[src/rtl/sixstep_pkg.sv]
package sixstep_pkg;

    typedef enum logic [1:0] {
        BR_OFF = 2'd0,
        BR_LOW = 2'd1,
        BR_PWM = 2'd2
    } br_mode_e;

    typedef struct packed {
        br_mode_e a;
        br_mode_e b;
        br_mode_e c;
        logic     bad;
    } step_cmd_t;

    // code bits are {HC, HB, HA}; result modes are for phases A, B, C
    function automatic step_cmd_t decode_hall(input logic [2:0] code);
        step_cmd_t r;
        r = '{a: BR_OFF, b: BR_OFF, c: BR_OFF, bad: 1'b0};
        case (code)
            3'b000:  begin r.a = BR_OFF; r.b = BR_LOW; r.c = BR_PWM; end
            3'b100:  begin r.a = BR_PWM; r.b = BR_LOW; r.c = BR_OFF; end
            3'b110:  begin r.a = BR_PWM; r.b = BR_OFF; r.c = BR_LOW; end
            3'b111:  begin r.a = BR_OFF; r.b = BR_PWM; r.c = BR_LOW; end
            3'b011:  begin r.a = BR_LOW; r.b = BR_PWM; r.c = BR_OFF; end
            3'b001:  begin r.a = BR_LOW; r.b = BR_OFF; r.c = BR_PWM; end
            default: r.bad = 1'b1;
        endcase
        return r;
    endfunction

endpackage

[src/rtl/sixstep_hall_filter.sv]
module sixstep_hall_filter #(
    parameter int DEB_CYC = 4
) (
    input  logic       clk,
    input  logic       rst_n,
    input  logic [2:0] hall_raw,
    output logic [2:0] hall_clean,
    output logic       hall_valid
);
    localparam int CW = (DEB_CYC > 1) ? $clog2(DEB_CYC + 1) : 1;

    typedef struct packed {
        logic [2:0]    s1;
        logic [2:0]    s2;
        logic [2:0]    cand;
        logic [2:0]    clean;
        logic [CW-1:0] cnt;
        logic          valid;
    } flt_t;

    flt_t flt_d, flt_q;

    always_comb begin
        flt_d    = flt_q;
        flt_d.s1 = hall_raw;
        flt_d.s2 = flt_q.s1;
        if (flt_q.s2 != flt_q.cand) begin
            flt_d.cand = flt_q.s2;
            flt_d.cnt  = '0;
        end else if (flt_q.cnt != CW'(DEB_CYC - 1)) begin
            flt_d.cnt = flt_q.cnt + CW'(1);
        end else begin
            flt_d.clean = flt_q.cand;
            flt_d.valid = 1'b1;
        end
    end

    always_ff @(posedge clk) begin
        if (!rst_n) flt_q <= '0;
        else        flt_q <= flt_d;
    end

    assign hall_clean = flt_q.clean;
    assign hall_valid = flt_q.valid;
endmodule

[src/rtl/sixstep_pwm_gen.sv]
module sixstep_pwm_gen #(
    parameter int PWM_PERIOD = 1000
) (
    input  logic                              clk,
    input  logic                              rst_n,
    input  logic [$clog2(PWM_PERIOD+1)-1:0]   duty,
    output logic                              pwm
);
    localparam int DW    = $clog2(PWM_PERIOD + 1);
    localparam int CNT_W = (PWM_PERIOD > 1) ? $clog2(PWM_PERIOD) : 1;

    typedef struct packed {
        logic [CNT_W-1:0] cnt;
        logic [DW-1:0]    duty;
    } pwm_t;

    pwm_t pwm_d, pwm_q;

    always_comb begin
        pwm_d = pwm_q;
        if (pwm_q.cnt == CNT_W'(PWM_PERIOD - 1)) begin
            pwm_d.cnt  = '0;
            pwm_d.duty = duty;   // new duty only takes effect at a period boundary
        end else begin
            pwm_d.cnt = pwm_q.cnt + CNT_W'(1);
        end
    end

    always_ff @(posedge clk) begin
        if (!rst_n) pwm_q <= '0;
        else        pwm_q <= pwm_d;
    end

    assign pwm = (DW'(pwm_q.cnt) < pwm_q.duty);
endmodule

[src/rtl/sixstep_phase_gate.sv]
module sixstep_phase_gate
    import sixstep_pkg::*;
#(
    parameter int DEAD_CYC = 3
) (
    input  logic     clk,
    input  logic     rst_n,
    input  br_mode_e mode,
    input  logic     pwm,
    output logic     gate_hi,
    output logic     gate_lo
);
    localparam int TW = $clog2(DEAD_CYC + 1);

    typedef struct packed {
        logic [1:0]    req;   // {high, low}
        logic [TW-1:0] cnt;
        logic          hi;
        logic          lo;
    } gate_t;

    gate_t      g_d, g_q;
    logic [1:0] req;

    always_comb begin
        case (mode)
            BR_LOW:  req = 2'b01;
            BR_PWM:  req = {pwm, ~pwm};
            default: req = 2'b00;
        endcase

        g_d     = g_q;
        g_d.req = req;
        if (req != g_q.req)
            g_d.cnt = '0;
        else if (g_q.cnt != TW'(DEAD_CYC))
            g_d.cnt = g_q.cnt + TW'(1);
        g_d.hi = req[1] && (g_d.cnt == TW'(DEAD_CYC));
        g_d.lo = req[0] && (g_d.cnt == TW'(DEAD_CYC));
    end

    always_ff @(posedge clk) begin
        if (!rst_n) g_q <= '0;
        else        g_q <= g_d;
    end

    assign gate_hi = g_q.hi;
    assign gate_lo = g_q.lo;
endmodule

[src/rtl/sixstep_commutator.sv]
module sixstep_commutator
    import sixstep_pkg::*;
#(
    parameter int PWM_PERIOD = 1000,
    parameter int DEAD_CYC   = 3,
    parameter int DEB_CYC    = 4
) (
    input  logic                            clk,
    input  logic                            rst_n,
    input  logic [2:0]                      hall_in,
    input  logic [$clog2(PWM_PERIOD+1)-1:0] duty,
    output logic [2:0]                      gate_hi,
    output logic [2:0]                      gate_lo,
    output logic                            fault
);
    localparam int NPH = 3;

    typedef struct packed {
        br_mode_e ma;
        br_mode_e mb;
        br_mode_e mc;
        logic     fault;
    } cmt_t;

    cmt_t       cmt_d, cmt_q;
    logic [2:0] hall_clean;
    logic       hall_valid;
    logic       pwm;
    step_cmd_t  step;
    br_mode_e   ph_mode [NPH];

    sixstep_hall_filter #(.DEB_CYC(DEB_CYC)) u_filter (
        .clk        (clk),
        .rst_n      (rst_n),
        .hall_raw   (hall_in),
        .hall_clean (hall_clean),
        .hall_valid (hall_valid)
    );

    sixstep_pwm_gen #(.PWM_PERIOD(PWM_PERIOD)) u_pwm (
        .clk   (clk),
        .rst_n (rst_n),
        .duty  (duty),
        .pwm   (pwm)
    );

    always_comb begin
        step  = decode_hall(hall_clean);
        cmt_d = '{ma: BR_OFF, mb: BR_OFF, mc: BR_OFF, fault: 1'b0};
        if (hall_valid) begin
            cmt_d.ma    = step.a;
            cmt_d.mb    = step.b;
            cmt_d.mc    = step.c;
            cmt_d.fault = step.bad;
        end
    end

    always_ff @(posedge clk) begin
        if (!rst_n) cmt_q <= '{ma: BR_OFF, mb: BR_OFF, mc: BR_OFF, fault: 1'b0};
        else        cmt_q <= cmt_d;
    end

    assign ph_mode[0] = cmt_q.ma;
    assign ph_mode[1] = cmt_q.mb;
    assign ph_mode[2] = cmt_q.mc;
    assign fault      = cmt_q.fault;

    for (genvar p = 0; p < NPH; p++) begin : g_phase
        sixstep_phase_gate #(.DEAD_CYC(DEAD_CYC)) u_gate (
            .clk     (clk),
            .rst_n   (rst_n),
            .mode    (ph_mode[p]),
            .pwm     (pwm),
            .gate_hi (gate_hi[p]),
            .gate_lo (gate_lo[p])
        );
    end
endmodule

[config.mk]
export PLATFORM = sky130hd
export DESIGN_NAME = sixstep_commutator
export DESIGN_NICKNAME = d
export VERILOG_FILES = /design/src/rtl/sixstep_pkg.sv /design/src/rtl/sixstep_hall_filter.sv /design/src/rtl/sixstep_pwm_gen.sv /design/src/rtl/sixstep_phase_gate.sv /design/src/rtl/sixstep_commutator.sv
export SDC_FILE = /design/constraint.sdc
export NUM_CORES = 1
export LEC_CHECK = 0
export ABC_AREA = 1
export BUFFER_PORTS_ARGS = -buffer_cell sky130_fd_sc_hd__buf_2
export CELL_PAD_IN_SITES_DETAIL_PLACEMENT = 1
export CELL_PAD_IN_SITES_GLOBAL_PLACEMENT = 2
export CORE_AREA = 2 2 88 90
export DETAILED_ROUTE_END_ITERATION = 10
export DIE_AREA = 0 0 90 92
export HOLD_SLACK_MARGIN = 0.05
export PLACE_DENSITY = 0.8
export SYNTH_ARGS = -nofsm -noshare
export SYNTH_HDL_FRONTEND = slang
export SYNTH_SLANG_ARGS = --single-unit
[constraint.sdc]
create_clock -name clk -period 2.75 [get_ports clk]
set_input_delay 0.55 -clock clk [delete_from_list [all_inputs] [get_ports clk]]
set_output_delay 0.55 -clock clk [all_outputs]
set_load 0.01 [all_outputs]
# After elaboration in Yosys (flattened, before gate mapping)
# Index checks and enable logic that the tools add are counted.
[op_classes]
n_bitwise = 4
n_eq_ne = 23
n_reduce_logical = 12
n_mux = 11
n_lt_le_gt_ge = 1
addsub = 5
[op_table]
columns = ["cell", "n"]
rows = [
  ["$pmux 6 s6", 1],
  ["$eq 2x2->1 const B", 6],
  ["$mux 2", 6],
  ["$pmux 2 s2", 3],
  ["$add 10x1->10 const B", 1],
  ["$eq 10x10->1 const B", 1],
  ["$lt 10x10->1", 1],
  ["$eq 3x3->1 const B", 3],
  ["$add 2x1->2 const B", 3],
  ["$eq 2x1->1 const B", 3],
  ["$logic_and 1x1->1", 6],
  ["$ne 2x2->1", 3],
  ["$ne 2x2->1 const B", 3],
  ["$reduce_or 6->1", 1],
  ["$not 1->1", 4],
  ["$reduce_and 2->1", 2],
  ["$reduce_or 2->1", 2],
  ["$add 3x1->3 const B", 1],
  ["$eq 3x1->1 const B", 1],
  ["$eq 3x2->1 const B", 1],
  ["$logic_not 3->1", 1],
  ["$ne 3x2->1 const B", 1],
  ["$ne 3x3->1", 1],
  ["$mux 1", 1],
]
[totals]
output_inout_bits = 7
input_bits = 15
ff_bits = 61
wordCells = 80

# Longest topological paths before layout
# Gate-level depths: netlist (run 1).
[logic_depth]
depth_word = 7
depth_mapped = 14
mapped_depth_nobuf = 14

# Hierarchy
# From an unflattened synthesis (run 1), not the netlist that was laid out.
[unflattened]
hier_cells = 385
hier_area_um2 = 2803.9
[by_module_without_submodules]
columns = ["mod", "n_inst", "seq_area_each_um2", "cells_each", "area_each_um2"]
rows = [
  ["sixstep_pwm_gen", 1, 400.4, 157, 1072.3],
  ["sixstep_phase_gate", 3, 120.1, 38, 276.5],
  ["sixstep_hall_filter", 1, 320.3, 90, 676.9],
  ["sixstep_commutator", 1, 140.1, 24, 225.2],
]

# Worst setup path after synthesis (run 1)
# No wires, ideal clock.
[synth_timing]
kind = "flip-flop to flip-flop"
start = "register u_pwm.pwm_q[9] (netlist name)"
end = "register g_phase[1].u_gate.g_q (netlist bit g_phase[1].u_gate.gate_hi)"
path_stages_with_launch = 12
arrival_time_ps = 1460
setup_time_ps = 113
setup_slack_ps = 1177
path_buffers = 0
t_required_ps = 2637
period_less_slack_ps = 1573
cell_sequence = "dfxtp_1 -> inv_1 -> ha_1 -> a21o_1 -> nor2_4 -> nand3_4 -> nand2_2 -> nand2_2 -> nand2_1 -> nand2_1 -> nand4_1 -> nor2_1"
[synth_via]
elab_chain_len = 7
[synth_rtl]
columns = ["item", "line", "text"]
rows = [
  ["start, declared", "sixstep_pwm_gen.sv:17", "pwm_t pwm_d, pwm_q;"],
  ["start signal, assigned", "sixstep_pwm_gen.sv:31", "else pwm_q <= pwm_d;"],
  ["$lt 10x10->1 (*)", "sixstep_pwm_gen.sv:34", "assign pwm = (DW'(pwm_q.cnt) < pwm_q.duty);"],
  ["$not 1->1", "sixstep_phase_gate.sv:28", "BR_PWM: req = {pwm, ~pwm};"],
  ["$pmux 2 s2 (*)", "sixstep_phase_gate.sv:26", "case (mode)"],
  ["$ne 2x2->1", "sixstep_phase_gate.sv:34", "if (req != g_q.req)"],
  ["$mux 2", "sixstep_phase_gate.sv:34", ""],
  ["$eq 2x2->1", "sixstep_phase_gate.sv:38", "g_d.hi = req[1] && (g_d.cnt == TW'(DEAD_CYC));"],
  ["$logic_and 1x1->1 (*)", "sixstep_phase_gate.sv:38", ""],
  ["end signal, assigned", "sixstep_phase_gate.sv:44", "else g_q <= g_d;"],
  ["end, declared", "sixstep_phase_gate.sv:22", "gate_t g_d, g_q;"],
]
# Every way passes the cells marked *; elsewhere a longest branch is shown, timed or not.
# A chain may end at the register's enable or synchronous reset.

# Final worst setup path (run 1)
[layout_timing]
start = "register u_pwm.pwm_q[19] (netlist name)"
end = "register g_phase[1].u_gate.g_q (netlist bit g_phase[1].u_gate.gate_hi)"
# Same word-level chain as after synthesis.

==> metrics.md, run 1 <==
| Metric | Value |
|---|---|
| Outcome | `finished clean` |
| Num CTS Buffers | `9` |
| Vias | `2,036` |
| Post-synth ARST share | `0` |
| Synthesized instance count | `about 330` |
| DRT iter0 DRCs | `53` |
| Non-filler instance count after layout | `460` |
| HP Class | `in2reg` |
| Commonest cells in the synthesized netlist | `inv_1, dfxtp_1, nand2_1` |
| Yosys reg bits | `61` |
| Clock Path Buffers | `2` |
| Diode count | `0` |
| DRT Pass-1 Iters | `4` |
| Avg Cell Area, Syn | `7.94 µm²` |
| Fraction of layout cells with a size suffix above 1 | `0.140` |
| Cts repair resizes | `0` |
| Crit path time final | `about 1.8 ns` |
| Horiz. Die Dim | `90 µm` |
| Worst-Margin Slew | `about 0.37 ns` |
| Synth-to-layout area growth | `14.9%` |
| Cell with the most instances after synthesis | `inv_1` |
| CTS tree | `done` |
| RD Place Congestion | `0.736` |
| Final setup TNS | `0 ns` |
| PwrDens | `620 nW/µm²` |
| P_leak | `1.39 nW` |
| Area of the core | `7450 µm²` |
| Synth warnings | `0` |
| Post-CTS Hold Fix Bufs | `0` |
| Clk root buf | `clkbuf_8` |
| CTS clock-pin slew for the worst setup and hold paths | `around 0.07 ns` |
| Remaining DRCs | `0` |
| Initial antenna violation count | `0` |
| Clk sink count | `61` |
| Setup CP Type | `reg2reg` |
| Die ar. | `slightly above 8000 µm²` |
| Max-slew violations | `0` |
| Final setup vio count | `0` |
| CTS HTree Levels | `3` |
| Aggregate global routing overflow | `0` |
| Clock Skew | `0.00586 ns` |
| Critical Path Max Stage Delay | `0.40 ns` |
| Post-Place Cells | `~450` |
| Most frequent CP cell | `nand2_1` |
| Synth area leader | `dfxtp_1` |
| Wirelength per Cell | `~11 µm` |
| Slowest CP cell | `dfxtp_1` |
| Slew headroom | `0.755` |
| CP Launch Type | `flop` |
| VDD IR max | `0.255 mV` |
| Number of global-route vias before repair | `2,048` |
| Crit path cell chain | `ha_1, a21o_1, nor2_4, nand3_4, nor2_2, nand2_1, nand2_1, nand4_1, nor2_1` |
| Global-route wire length before repair | `8.95 mm` |
| Via-per-instance ratio | `4.43` |
| Bufs and invs on worst path | `0` |
| Io pins | `22` |
| Post-route ant nets | `0` |
| Synth Cell Area | `approximately 2600 µm²` |
| Final hold violations | `0` |
| Die height | `92 µm` |
| Largest net degree at the start of global routing | `21` |
| Area contributors post-synth | `dfxtp_1, inv_1, ha_1` |
| Largest delay contributor family on the critical path | `simple AND/OR/NAND/NOR gates` |
| Post-CTS Setup Inserts | `0` |
| Ys flop type | `dfxtp_1` |
| RSZ-0062 raised after global routing | `no` |
| CP Capture Type | `flop` |
| Post-placement setup slack | `a little under 1 ns` |
| Fmax | `about 0.57 GHz` |
| Final period util | `0.638` |
| PortBufs | `21` |
| Synthesized Nets | `365` |
| Seq/Total Area, Yosys | `0.463` |
| Worst setup margin | `0.996 ns` |
| Clock latency on the worst-skew pair | `0.34 ns` |
| WP data required | `3.03 ns` |
| Max cap viols | `0` |
| Arrival time worst endpoint | `2.03 ns` |
| Detailed placer's ending HPWL | `3.71 mm` |
| Netlist cell types | `27` |
| Post-synth EDFFs | `0` |
| Rows | `32` |
| Top cell type's share of synthesized area | `0.463` |
| Total GRT Usage | `0.137` |
| Final wirelength | `around 5 mm` |
| Nets | `approximately 390` |
| Initial Utilization | `0.354` |
| Hold_ws | `between 0.3 and 0.4 ns` |
| CP max FO | `7` |
## cell families after synthesis
logic type               after synthesis  synth area share
XOR/XNOR                               6            0.0199
buffers and inverters                 78             0.121
multiplexers                           1           0.00380
AO/OA/AOI/OAI                         42            0.0850
adder cells (fa/ha/maj)               18            0.0854
AND/OR/NAND/NOR                      126             0.222
flip-flops                            61             0.463
## per-stage QoR
stage	area, µm²	power (mW)	util
final	3030	1.88	0.407
after global placement	2810	1.02	0.378
after global routing	3030	1.97	0.407
after detailed placement	2810	1.03	0.378
after CTS	3030	1.91	0.407
after floorplan	2640	0.999	-
## metal layers
metal	up-vias	global-route usage	wire, µm
met4	0	0.0654	100
met2	25	0.226	2290
met1	934	0.162	2340
met3	8	0.0468	211
li1	1069	-	-
met5	-	0	0
## power breakdown
| group | internal, mW | switching, mW |
|---|---|---|
| clock | 0.528 | 0.342 |
| sequential | 0.905 | 0.0136 |
| combinational | 0.0353 | 0.0512 |
## state kept, by name, summed over array words and instances, names as in the netlist
| signal | count |
|---|---|
| cmt_q | 6 |
| u_pwm.pwm_q | 20 |
| u_filter.hall_clean | 3 |
| u_filter.flt_d | 3 |
| g_phase.u_gate.gate_lo | 3 |
| u_filter.flt_q | 9 |
| u_filter.hall_valid | 1 |
| g_phase.u_gate.g_q | 12 |
| fault | 1 |
| g_phase.u_gate.gate_hi | 3 |
## placed cells by master (no fill, tap or decap), types with 7 or more instances in the layout
cell | Yosys | final
nand3_1 | 9 | 9
nand2_1 | 53 | 53
o21ai_0 | 19 | 19
dfxtp_1 | 61 | 61
a21oi_1 | 17 | 17
clkbuf_8 | 0 | 10
inv_1 | 66 | 66
nor3_1 | 9 | 9
nor2_1 | 33 | 33
nand4_1 | 7 | 7
ha_1 | 18 | 18
buf_2 | 2 | 21
## worst min-delay path, stage by stage
cell	delay (ns)
buf_2	0.07
nand2_1	0.04
inv_1	0.04
## final timing paths
check / cells past startpoint / from / slack, ns / end
worst max-delay path: 9 / u_pwm.pwm_q[19] / 1.0 / g_phase[1].u_gate.gate_hi
worst min-delay path: 3 / hall_in[0] / 0.39 / u_filter.flt_d[10]
worst max register to register: 9 / u_pwm.pwm_q[19] / 1.0 / g_phase[1].u_gate.gate_hi
worst min register to register: 2 / u_filter.flt_d[11] / 0.41 / u_filter.flt_q[11]
## cell type report
| type | instances | area [µm²] |
|---|---|---|
| clock buffer | 11 | 141 |
| clock inverter | 4 | 72.6 |
| fill | 957 | 4420 |
| inverter | 66 | 248 |
| multi-input combinational | 193 | 1100 |
| sequential | 61 | 1220 |
| tap | 102 | 128 |
| timing repair buffer | 23 | 120 |
Note: power is estimated with default switching activity, not from simulation.
==> inputs of run 2 (changes only) <==
--- a/config.mk
+++ b/config.mk
@@ -9,11 +9,11 @@
 export BUFFER_PORTS_ARGS = -buffer_cell sky130_fd_sc_hd__buf_2
 export CELL_PAD_IN_SITES_DETAIL_PLACEMENT = 1
 export CELL_PAD_IN_SITES_GLOBAL_PLACEMENT = 2
-export CORE_AREA = 2 2 88 90
+export CORE_AREA = 2 2 90 92
 export DETAILED_ROUTE_END_ITERATION = 10
-export DIE_AREA = 0 0 90 92
+export DIE_AREA = 0 0 92 94
 export HOLD_SLACK_MARGIN = 0.05
-export PLACE_DENSITY = 0.8
+export PLACE_DENSITY = 0.77
 export SYNTH_ARGS = -nofsm -noshare
 export SYNTH_HDL_FRONTEND = slang
 export SYNTH_SLANG_ARGS = --single-unit
==> constraint.sdc (replaced) <==
create_clock -name clk -period 1.7 [get_ports clk]
set_input_delay 0.34 -clock clk [delete_from_list [all_inputs] [get_ports clk]]
set_output_delay 0.34 -clock clk [all_outputs]
set_load 0.01 [all_outputs]
==> metrics.md, run 2 (synthesis gave the netlist of run 1 again) <==
| Metric | Value |
|---|---|
| Outcome | `finished clean` |
| Largest register FFs | `20 (unchanged)` |
| Fraction of layout cells with a size suffix above 1 | `0.287 (+0.148)` |
| Die height | `94 µm (+2.2%)` |
| Vias | `2,054 (+0.88%)` |
| Horiz. Die Dim | `92 µm (+2.2%)` |
| Critical Path Max Stage Delay | `0.33 ns (-0.07 ns)` |
| Reg-to-Reg Start | `u_pwm.pwm_q[8]` |
| DRT Pass-1 Iters | `4 (unchanged)` |
| Wirelength per Cell | `11.3 µm (+5.2%)` |
| Crit path cell chain | `inv_2, ha_4, nand2_4, nor2_4, nand3_4, nand3_4, nand2_2, nand2_2, nand2_2, nand2_2, nand4_1, nor2_1` |
| Aggregate global routing overflow | `0 (unchanged)` |
| Via-per-instance ratio | `4.36 (-1.5%)` |
| Final setup vio count | `0 (unchanged)` |
| CP Capture Type | `flop` |
| RD Place Congestion | `0.794 (+7.8%)` |
| Number of global-route vias before repair | `1,992 (-2.7%)` |
| DRT iter0 DRCs | `32 (-40%)` |
| Worst-Margin Slew | `0.318 ns (-0.0498 ns)` |
| CTS tree | `done` |
| CP max FO | `7 (unchanged)` |
| Crit path capture | `g_phase[1].u_gate.gate_lo` |
| RSZ-0062 raised after global routing | `yes` |
| CTS HTree Levels | `3 (unchanged)` |
| Tot Pwr | `2.94 mW (+57%)` |
| Setup CP Type | `reg2reg` |
| PwrDens | `899 nW/µm² (+45%)` |
| Post-CTS Hold Fix Bufs | `0 (unchanged)` |
| CP Launch Type | `flop` |
| P_leak | `1.47 nW (+5.7%)` |
| Diode count | `0 (unchanged)` |
| Global-route wire length before repair | `8.91 mm (-0.39%)` |
| Crit. Startpoint | `u_pwm.pwm_q[8]` |
| Detailed placer's ending HPWL | `3.78 mm (+1.9%)` |
| Final Util | `0.430 (+0.0238)` |
| Clk sink count | `61 (unchanged)` |
| Slowest CP cell | `dfxtp_1` |
| Largest regs | `u_pwm.pwm_q: 20 flops, g_phase.u_gate.g_q: 12 flops, u_filter.flt_q: 9 flops` |
| Biggest register | `u_pwm.pwm_q` |
| Layout fillers | `946 (-1.1%)` |
| Clock Skew | `0.00813 ns (+0.00227 ns)` |
| Final hold violations | `0 (unchanged)` |
| Most frequent cells in the layout | `inv_1, dfxtp_1, nand2_1` |
| Reg-to-Reg End | `g_phase[1].u_gate.gate_lo` |
| Arrival time worst endpoint | `1.94 ns (-0.09 ns)` |
| Reg2Reg Depth | `12 (+3)` |
| Initial antenna violation count | `0 (unchanged)` |
| Fmax | `0.599 GHz (+5.1%)` |
| Most frequent CP cell | `nand2_2` |
| Worst setup margin | `0.0315 ns (-0.964 ns)` |
| Nets | `397 (+2.6%)` |
| Post-route ant nets | `0 (unchanged)` |
| Crit path time final | `1.67 ns (-0.0855 ns)` |
| Max cap viols | `0 (unchanged)` |
| VDD IR max | `0.362 mV (+42%)` |
| Slew headroom | `0.788 (+0.0332)` |
| Initial Utilization | `0.347 (-0.00745)` |
| Io pins | `22 (unchanged)` |
| HP Class | `in2reg` |
| Most common cell after layout, fill and taps aside | `inv_1` |
| Post-placement setup slack | `-0.0181 ns (-1.01 ns)` |
| Clock Path Buffers | `2 (unchanged)` |
| Final period util | `0.981 (+0.344)` |
| Remaining DRCs | `0 (unchanged)` |
| WP data required | `1.98 ns (-1.05 ns)` |
| Max-slew violations | `0 (unchanged)` |
| Total GRT Usage | `0.133 (-0.00458)` |
| Clk root buf | `clkbuf_8` |
| Largest net degree at the start of global routing | `17 (-19%)` |
| Final wirelength | `5.32 mm (+7.7%)` |
| Reg2reg setup slack | `0.03 ns (-0.96 ns)` |
| Stages on the worst setup path | `12 (+3)` |
| Bufs and invs on worst path | `1 (+1)` |
| Rows | `32 (unchanged)` |
| Largest delay contributor family on the critical path | `simple AND/OR/NAND/NOR gates` |
| Synth-to-layout area growth | `24.2%` |
| PortBufs | `21 (unchanged)` |
| Clock latency on the worst-skew pair | `0.34 ns (about the same)` |
| Die ar. | `8650 µm² (+4.4%)` |
| Area of the core | `7610 µm² (+2.2%)` |
| CTS clock-pin slew for the worst setup and hold paths | `0.07 ns (about the same)` |
| Num CTS Buffers | `9 (unchanged)` |
run 2: changes by cell type in the layout (fill, tap and decap cells not counted), moves of 3 or more:
cell	before	now
inv_1	66	60
nand2_4	0	4
ha_4	0	7
nand2_1	53	40
buf_4	2	12
ha_1	18	11
dfxtp_1	61	50
nand3_2	0	3
inv_2	0	6
nand3_1	9	6
nand2_2	6	15
nor2_1	33	30
dfxtp_2	0	11
run 2: tightest hold or removal path: cells and delay by family:
kind,cells,cell delay [ns]
and+or+nand+nor,1,0.04
buffers and inverters,2,0.11
run 2: final cells by class:
cell class	instances	area [µm²]	share of cell area
clock buffer	10	138	0.0420
clock inverter	6	62.6	0.0191
inverter	66	248	0.0757
multi-input combinational	193	1270	0.387
sequential	61	1230	0.377
tap	102	128	0.0390
timing repair buffer	33	195	0.0596
run 2: timing repair:
action / in CTS / in global routing
pin swaps: 4 / 26
cloned: 0 / 0
resized for setup: 7 / 43
buffers inserted: 0 / 3
setup endpoints to repair: 12 / 24
run 2: routing by layer:
layer	wire length (µm)	share of wire	up-vias	GRT usage
li1	-	-	1095	-
met1	2680	0.50	929	0.175
met2	2420	0.45	21	0.200
met3	135	0.025	9	0.0409
met4	89	0.017	0	0.0597
met5	0	0	-	0
run 2: worst min path at each step:
stage,endpoint,slack (ns),start,cells after the start
after global placement,u_filter.flt_q[12],0.39,u_filter.flt_d[12],2
after detailed placement,u_filter.flt_q[12],0.40,u_filter.flt_d[12],2
after floorplan,u_filter.flt_q[10],0.39,u_filter.flt_d[10],2
after global routing,u_filter.flt_d[10],0.19,hall_in[0],3
final,u_filter.flt_d[10],0.18,hall_in[0],3
after CTS,u_filter.flt_d[10],0.17,hall_in[0],3
run 2: where the power goes:
group	switching (mW)	internal, mW
Clock	0.585	0.711
Combinational	0.0938	0.0674
Sequential	0.0224	1.46
run 2: through the flow:
stage	hold slack, ns	TNS (ns)	instance area, µm²	std cells
after floorplan	0.390	0	2640	332
after global placement	0.394	0	2870	452
final	0.180	0	3270	471
after detailed placement	0.403	-0.0509	2870	452
after global routing	0.186	-0.894	3270	471
after CTS	0.165	0	3090	468
